**src/rtl/cxf_pkg.sv**
```systemverilog
package cxf_pkg;
  localparam int CMD_W   = 13;
  localparam int GAP_W   = 6;
  localparam int GAP_LSB = 16;
  localparam int RDY_B   = 23;
  localparam int SIZ_LSB = 24;
  localparam int SLOW_B  = 27;
  localparam int BUSY_B  = 31;
  localparam logic [31:0] WR_MASK = 32'hFF7F7FFF;

  typedef enum logic [1:0] {EV_NONE, EV_WORD, EV_END} ev_kind_t;

  function automatic int unsigned size_of(input logic [2:0] code);
    case (code)
      3'd0:    return 0;
      3'd7:    return 4;
      default: return 32'd256 << code;
    endcase
  endfunction
endpackage

```
**src/rtl/cxf_delay_timer.sv**
```systemverilog
module cxf_delay_timer #(
  parameter int CNT_W = 17
) (
  input  logic             clk,
  input  logic             rst,
  input  logic             load,
  input  logic [CNT_W-1:0] load_val,
  output logic             fire
);
  logic [CNT_W-1:0] cnt;
  logic             act;

  assign fire = act && (cnt == CNT_W'(1));

  always_ff @(posedge clk) begin
    if (rst) begin
      act <= 1'b0;
      cnt <= '0;
    end else if (load) begin
      act <= 1'b1;
      cnt <= load_val;
    end else if (act) begin
      if (fire) act <= 1'b0;
      cnt <= cnt - CNT_W'(1);
    end
  end
endmodule

```
**src/rtl/cxf_timing_calc.sv**
```systemverilog
module cxf_timing_calc
  import cxf_pkg::*;
#(
  parameter int CNT_W = 17,
  parameter int POS_W = 15
) (
  input  logic             slow,
  input  logic [CMD_W-1:0] cmd_lat,
  input  logic [GAP_W-1:0] gap,
  input  logic [2:0]       size_code,
  input  logic [8:0]       pos_low,
  output logic [POS_W-1:0] size,
  output logic             is_end,
  output logic [CNT_W-1:0] first_dly,
  output logic [CNT_W-1:0] next_dly
);
  localparam int LAT_W = CMD_W + 2;

  logic [LAT_W-1:0] lat, first_u, next_u;

  function automatic logic [CNT_W-1:0] scale(input logic [LAT_W-1:0] u, input logic s);
    logic [CNT_W-1:0] w;
    w = CNT_W'(u);
    return s ? (w << 3) : ((w << 2) + w);
  endfunction

  always_comb begin
    size      = POS_W'(size_of(size_code));
    is_end    = (size == '0);
    lat       = LAT_W'(8) + LAT_W'(cmd_lat) + (is_end ? '0 : LAT_W'(gap));
    first_u   = is_end ? lat : lat + LAT_W'(4);
    next_u    = LAT_W'(4) + ((pos_low == 9'd0) ? LAT_W'(gap) : '0);
    first_dly = scale(first_u, slow);
    next_dly  = scale(next_u, slow);
  end
endmodule

```
**src/rtl/cart_xfer_ctl.sv**
```systemverilog
module cart_xfer_ctl
  import cxf_pkg::*;
#(
  parameter int CNT_W = 17,
  parameter int POS_W = 15,
  parameter int DW    = 32
) (
  input  logic          clk,
  input  logic          rst,
  input  logic          iface_en,
  input  logic          irq_en,
  input  logic          ctl_wr,
  input  logic [31:0]   ctl_wdata,
  output logic [31:0]   ctl_rdata,
  input  logic          data_rd,
  output logic [DW-1:0] rd_word,
  input  logic [DW-1:0] src_data,
  output logic          src_next,
  output logic          dma_req,
  output logic          irq
);
  logic [31:0]      ctl, wmask, cfg;
  logic [POS_W-1:0] pos, size, calc_size;
  ev_kind_t         kind;
  logic             start, rd_ok, more, fire, t_load, calc_end;
  logic [CNT_W-1:0] first_dly, next_dly;

  assign wmask = (ctl_wdata & WR_MASK) | (ctl & (32'd1 << RDY_B));
  assign start = ctl_wr && iface_en && ctl_wdata[BUSY_B];
  assign rd_ok = data_rd && !ctl_wr && ctl[RDY_B];
  assign more  = pos < size;
  assign cfg   = ctl_wr ? wmask : ctl;
  assign t_load = start || (rd_ok && more);

  cxf_timing_calc #(.CNT_W(CNT_W), .POS_W(POS_W)) u_calc (
    .slow      (cfg[SLOW_B]),
    .cmd_lat   (cfg[CMD_W-1:0]),
    .gap       (cfg[GAP_LSB +: GAP_W]),
    .size_code (cfg[SIZ_LSB +: 3]),
    .pos_low   (pos[8:0]),
    .size      (calc_size),
    .is_end    (calc_end),
    .first_dly (first_dly),
    .next_dly  (next_dly)
  );

  cxf_delay_timer #(.CNT_W(CNT_W)) u_timer (
    .clk      (clk),
    .rst      (rst),
    .load     (t_load),
    .load_val (start ? first_dly : next_dly),
    .fire     (fire)
  );

  always_ff @(posedge clk) begin
    if (rst) begin
      ctl      <= '0;
      pos      <= '0;
      size     <= '0;
      kind     <= EV_NONE;
      rd_word  <= '0;
      dma_req  <= 1'b0;
      src_next <= 1'b0;
      irq      <= 1'b0;
    end else begin
      dma_req  <= 1'b0;
      src_next <= 1'b0;
      irq      <= 1'b0;
      if (fire) begin
        if (kind == EV_WORD) begin
          rd_word    <= src_data;
          pos        <= pos + POS_W'(4);
          ctl[RDY_B] <= 1'b1;
          dma_req    <= 1'b1;
          src_next   <= 1'b1;
        end else if (kind == EV_END) begin
          ctl[BUSY_B] <= 1'b0;
          irq         <= irq_en;
        end
      end
      if (rd_ok) begin
        ctl[RDY_B] <= 1'b0;
        if (more) begin
          kind <= EV_WORD;
        end else begin
          ctl[BUSY_B] <= 1'b0;
          irq         <= irq_en;
        end
      end
      if (ctl_wr) begin
        ctl <= wmask;
        if (start) begin
          ctl[RDY_B] <= 1'b0;
          pos        <= '0;
          size       <= calc_size;
          kind       <= calc_end ? EV_END : EV_WORD;
        end
      end
    end
  end

  assign ctl_rdata = ctl;
endmodule

```
**config.mk**
```make
export PLATFORM = sky130hd
export DESIGN_NAME = cart_xfer_ctl
export DESIGN_NICKNAME = d
export VERILOG_FILES = /design/src/rtl/cxf_pkg.sv /design/src/rtl/cxf_delay_timer.sv /design/src/rtl/cxf_timing_calc.sv /design/src/rtl/cart_xfer_ctl.sv
export SDC_FILE = /design/constraint.sdc
export NUM_CORES = 1
export LEC_CHECK = 0
export ABC_AREA = 1
export ABC_CLOCK_PERIOD_IN_PS = 4760
export BUFFER_PORTS_ARGS = -buffer_cell sky130_fd_sc_hd__buf_2
export CAP_MARGIN = 5
export CORE_ASPECT_RATIO = 1.2
export CORE_MARGIN = 2
export CORE_UTILIZATION = 51
export DETAILED_ROUTE_END_ITERATION = 7
export PLACE_DENSITY = 0.78
export SYNTH_ARGS = -nofsm -noshare
export SYNTH_HDL_FRONTEND = slang
export SYNTH_SLANG_ARGS = --single-unit
```
**constraint.sdc**
```tcl
create_clock -name clk -period 4.76 [get_ports clk]
set_clock_uncertainty 0.1 [all_clocks]
set_input_delay 0.238 -clock clk [delete_from_list [all_inputs] [get_ports clk]]
set_output_delay 0.238 -clock clk [all_outputs]
set_load 0.005 [all_outputs]
```
==> results of run 1 <==
## registers in the layout, summed over array words and instances, names as in the netlist
name,cells
dma_req,1
u_timer.act,1
u_timer.cnt,17
pos,13
kind,2
irq,1
rd_word,32
ctl_rdata,31
size,8
## placed cells by master (no fill, tap or decap), types with 9 or more instances in the layout
master         Yosys  layout
o21ai_0           97      95
clkbuf_16          0       9
buf_2              4     133
nand2_1          186     180
inv_1            105     100
nor2_1           172     172
dlygate4sd3_1      0      30
inv_2              7      11
xnor2_1           10      10
a21oi_1           46      46
nand2_2           28      34
or2_2             14      14
nor2_2             9       9
ha_1              39      31
dfxtp_1          106     105
nand3_1           50      50
xor2_1            26      22
buf_4              2      55
nand3_2            9       9
nor3_1            16      15
## final timing paths
| kind | start | endpoint | slack (ps) | cells after the start |
|---|---|---|---|---|
| worst max-delay path | ctl_rdata[24] | u_timer.cnt[15] | 190 | 32 |
| worst min-delay path | ctl_wdata[29] | ctl_rdata[29] | 8 | 3 |
| worst max register to register | ctl_rdata[24] | u_timer.cnt[15] | 190 | 32 |
| worst min register to register | size[8] | size[8] | 350 | 2 |
## power by group
group | total (uW) | switching, uW | leakage [uW] | internal (uW)
logic | 1010 | 574 | 0.00338 | 434
registers | 944 | 26.1 | 0.000864 | 918
clock network | 839 | 368 | 0.000164 | 472
total | 2790 | 967 | 0.00441 | 1820
## per-stage QoR
| stage | setup TNS (ps) | hold WS [ps] | worst slack [ps] |
|---|---|---|---|
| finish | 0 | 7.80 | 186 |
| CTS | 0 | 1.90 | 137 |
| floorplan | 0 | 222 | 136 |
| global route | -167 | 24.5 | -167 |
| detailed placement | -80.9 | 338 | -55.3 |
| global placement | 0 | 333 | 29.4 |
## Yosys cell counts (all sizes together) (2+ instances only)
library cell | number | share of area, %
or2 | 16 | 1.4
clkbuf | 23 | 1.2
fa | 3 | 0.87
ha | 39 | 7.0
a21oi | 48 | 3.6
o211ai | 6 | 0.65
nand2 | 218 | 13
o311ai | 2 | 0.25
dfxtp | 106 | 31
xnor2 | 10 | 1.3
nor2 | 187 | 11
a32oi | 2 | 0.25
o32ai | 3 | 0.38
nor4 | 4 | 0.36
o21a | 3 | 0.32
o21ai | 102 | 7.5
nand4 | 8 | 0.72
nor3 | 18 | 1.4
xor2 | 26 | 3.3
inv | 113 | 6.2
a31oi | 8 | 0.72
buf | 11 | 1.3
nand3 | 59 | 4.9
a211oi | 2 | 0.22
## cell type report
class                           instances  area [um2]
Clock buffer                            9         225
Clock inverter                          7         105
Fill cell                            1130        4390
Inverter                              114         438
Multi-Input combinational cell        774        4360
Sequential cell                       106        2120
Tap cell                              168         210
Timing Repair Buffer                  218        1380
## per-layer routing
metal  part of all wire, %  vias to the layer above
met1                    40                     3357
met2                    52                      194
met5                     0                        -
li1                      -                     3715
met3                   5.1                       44
met4                   2.6                        0
## kinds of logic (layout without fill, tap and decap cells)
family	Yosys count	after routing	synth area share, %
simple gates	512	512	33.6
compound gates	182	182	14.5
buf+inv	148	348	8.79
flops	106	106	30.6
fa+ha+maj	42	42	7.91
xor+xnor	36	36	4.55
other cells	1	2	0.0541
## worst max-delay path, delay by kind of cell, from the launching register on
kind            cells  cell delay (ps)
simple gates       17             1770
fa+ha+maj           4             1070
buf+inv             5              420
compound gates      4              420
xor+xnor            2              350
flops               1              310
## what timing repair did
item / CTS / global route
gates resized for setup: 0 / 35
setup buffers: 0 / 5
hold buffers: 30 / 0
setup endpoints to repair: 0 / 8
endpoints found under the hold margin: 30 / 0
==> flow_summary.toml, run 1 <==
[outcome]
status = "complete, no violations"

[setup_path]
crit_fanout = 7
worstPathRequired_ps = 4910
critPathLaunchType = "flip-flop"
critPathArrivalTime_ps = 4730
crit_type = "flip-flop to flip-flop"
cpMaxStageDelayCell = "fa_2"
critPathMaxStageDelay_ps = 360
end_kind = "flip-flop"
cp_common_cell = "nand2_1"

[global_route]
top_usage_layer = "met2"
antenna_found_initial = 0
grt_pass1_vias = 7140
grt_pass1_wl_um = 31500
grt_overflow = 0
grtUsageMet2_pct = 47.2
grt.total_usage_pct = 25.5
met3_usage_pct = 4.52
met1_usage_pct = 29.1
grt_max_degree = 58

[die]
die_y_um = 132
row_count = 46
die_area_um2 = 14500
ios = 137
initial_core_util_pct = 52.4
die_w_um = 110
fp.coreArea_um2 = 13200

[logic_synthesis]
ys_seq_area_share_pct = 30.6
syn_inst = 1027
synth.avg_cell_area_um2 = 6.75
syn_area_um2 = 6930
ys_warn_count = 0
yosys_most_used_dff = "dfxtp_1"
synth_edf_count = 0
synth_seq_cells = 106
synthDistinctLibCells = 53
synth_async_sr_flop_share_pct = 0

[routing]
drc_errors = 0
viasPerCell = 5.24
drt_wl_total_um = 18900
drtIter0Drc = 358
vias = 7310
wl_per_cell_um = 13.6
antenna_left = 0
first_pass_iters = 5

[placed_design]
dpl-instance-area_um2 = 8010
port_buffers = 133
dpl.hpwl_um = 13300
place_congestion = 0.879
dpl.cell_count = 1345

[sta]
min_period_ps = 4570
worst_pin_slew_ps = 718
rsz0062_at_grt = "true"
fmax_mhz = 219
setup_viol_count_final = 0
fin_crit_sh_pct = 96.1
slew_violations = 0
hold_violations = 0
relSlewSlack_pct = 52.0

[clock_tree]
cts_root_buf = "clkbuf_16"
cts_inserted_buffers = 9
clock_latency_ps = 360
cts.clk_slew.worst_paths_ps = 80
numClockSinks = 106
clk_path_buf_depth = 2
h-tree-depth = 3
cts_tree = "done"

[layout]
syn_to_final_growth_pct = 27.6
final_nets = 1335
layout-drive-gt1-share_pct = 25.8
final_core_util_pct = 66.8
fin_cells = 1396
n_antenna_cell = 0
design_area_um2 = 8840

[pwr]
ir_drop_mv = 0.275
cellPowerDensity_nw_per_um2 = 316
p_total_uw = 2790
p_leak_uw = 0.00441

[min_path]
hold_path_class = "input port to flip-flop"

[job]
drv_cap = 0
Note: power is estimated with default switching activity, not from simulation.
==> inputs of run 2 (changes only) <==
- PLACE_DENSITY: 0.78 -> 0.89
==> run 2 against run 1 <==
  * The flow now finishes with violations (hold timing)
  * Die area unchanged
  * Power decreased by 1.3%
  * Combinational power about the same
  * Worst setup slack improved by 87 ps
  * Non-clock buffer count decreased by 26
  * Hold slack got worse by 11 ps
  * Sequential power about the same
  * Utilization decreased by 2.1 points
  * Global-route usage decreased by 0.56 points
  * Clock power decreased by 3.2%
  * Register-to-register slack improved by 90 ps
  * Highest routed layer unchanged
==> flow_summary.toml, run 2 (synthesis gave the netlist of run 1 again) <==
[layout]
multi_input_area_um2 = 4330
regArea_um2 = 2120
mostFrequentLayoutCell = "nand2_1"
n_antenna_cell = 0
layout_common_cells = "nand2_1, nor2_1, buf_2"
fin_cells = 1370
syn_to_final_growth_pct = 23.6
layout-drive-gt1-share_pct = 24.7
nFillCells = 1091
final_nets = 1309
final_core_util_pct = 64.7
top_register = "rd_word"
largest_reg_flops = 32
design_area_um2 = 8570

[routing]
drtIter0Drc = 423
wl_per_cell_um = 13.7
drt_wl_total_um = 18800
antenna_left = 0
vias = 7343
drc_errors = 0
first_pass_iters = 5
viasPerCell = 5.36

[outcome]
violations = "hold timing"
status = "finished, violations left"

[setup_path]
cpMaxStageDelayCell = "dfxtp_1"
end_kind = "flip-flop"
cp_common_cell = "nand2_1"
worstPathRequired_ps = 4910
critPathMaxStageDelay_ps = 330
crit_fanout = 6
crit_type = "flip-flop to flip-flop"
critPathLaunchType = "flip-flop"
critPathArrivalTime_ps = 4640

[placed_design]
dpl.hpwl_um = 13000
dpl.cell_count = 1334
dpl-instance-area_um2 = 7930
port_buffers = 133
place_congestion = 0.874

[global_route]
grt_pass1_vias = 7177
grt_overflow = 0
grt.total_usage_pct = 25.0
antenna_found_initial = 0
grt_pass1_wl_um = 31100
grt_max_degree = 58

[clock_tree]
clock_latency_ps = 360
cts_inserted_buffers = 9
cts.clk_slew.worst_paths_ps = 80
h-tree-depth = 3
clk_path_buf_depth = 2
numClockSinks = 106
cts_root_buf = "clkbuf_16"
cts_tree = "done"

[die]
ios = 137
row_count = 46
initial_core_util_pct = 52.4
fp.coreArea_um2 = 13200
die_y_um = 132
die_w_um = 110
die_area_um2 = 14500

[sta]
hold-worst-slack_ps = -2.88
relSlewSlack_pct = 22.5
worst_pin_slew_ps = 1160
setup_viol_count_final = 0
fin_crit_sh_pct = 94.3
slew_violations = 0
fmax_mhz = 223
hold_violations = 2
min_period_ps = 4490
final.setup.tns_ps = 0

[pwr]
ir_drop_mv = 0.186
p_sw_uw = 1000
swShare_pct = 36.3
p_int_uw = 1750
power_frac_seq_pct = 34.3
power_frac_comb_pct = 36.2
cellPowerDensity_nw_per_um2 = 321
p_leak_uw = 0.00430
p_clk_share_pct = 29.5

[min_path]
hold_path_class = "input port to flip-flop"

[job]
drv_cap = 0
[run 2: changes by cell type in the layout (fill, tap and decap cells not counted), moves of 2 or more]
| cell | previous run | this run |
|---|---|---|
| ha_4 | 6 | 4 |
| inv_1 | 100 | 102 |
| dlygate4sd3_1 | 30 | 17 |
| ha_2 | 2 | 0 |
| a21oi_2 | 2 | 4 |
| nand2_2 | 34 | 31 |
| a21oi_1 | 46 | 44 |
| buf_4 | 55 | 42 |
| nand2_1 | 180 | 183 |
| ha_1 | 31 | 35 |
[run 2: repair_timing]
action	4_1_cts	5_1_grt
setup endpoints to repair	0	6
setup buffers	0	3
gates resized for setup	0	27
hold buffers	17	0
hold endpoints to repair	17	0
[run 2: cell type report]
| cell class | instances | share of cell area [%] |
|---|---|---|
| clock buffers | 9 | 2.63 |
| flip-flops and latches | 106 | 24.8 |
| multi-input cells | 774 | 50.5 |
| inverters | 114 | 5.08 |
| well taps | 168 | 2.45 |
| clock inverters | 7 | 1.14 |
| repair buffers | 192 | 13.4 |
[run 2: power groups by stage]
stage,sequential [uW],combinational [uW],clock (uW)
2_1_floorplan,960,648,0
3_5_place_dp,965,896,0
6_report,946,996,812
5_1_grt,949,1110,856
4_1_cts,944,919,826
3_3_place_gp,964,875,0
[run 2: critical path: cells and delay by family (launching register included)]
family	cells	cell delay [ps]
buf+inv	5	350
simple gates	27	2660
flops	1	330
fa+ha+maj	3	720
compound gates	2	190
[run 2: routing by layer]
metal	up-vias	wire length, um	GRT usage (%)
li1	3667	-	-
met1	3374	7570	28.2
met3	53	978	4.34
met2	249	9660	46.1
met5	-	0	0
met4	0	574	10.3
[run 2: worst paths after layout]
path         cells past startpoint  slack (ps)         endpoint           from
max                             37         270  u_timer.cnt[15]  ctl_rdata[24]
min                              3          -3       rd_word[3]    src_data[3]
max reg2reg                     37         270  u_timer.cnt[15]  ctl_rdata[24]
min reg2reg                      2         350          size[8]        size[8]
[run 2: per-stage QoR]
| stage | total power (uW) | hold slack (ps) | setup slack, ps |
|---|---|---|---|
| floorplan | 1610 | 222 | 136 |
| global placement | 1840 | 331 | 53.9 |
| detailed placement | 1860 | 337 | -32.8 |
| CTS | 2690 | 0.257 | 167 |
| global route | 2920 | 3.41 | -70.4 |
| finish | 2750 | -2.88 | 272 |
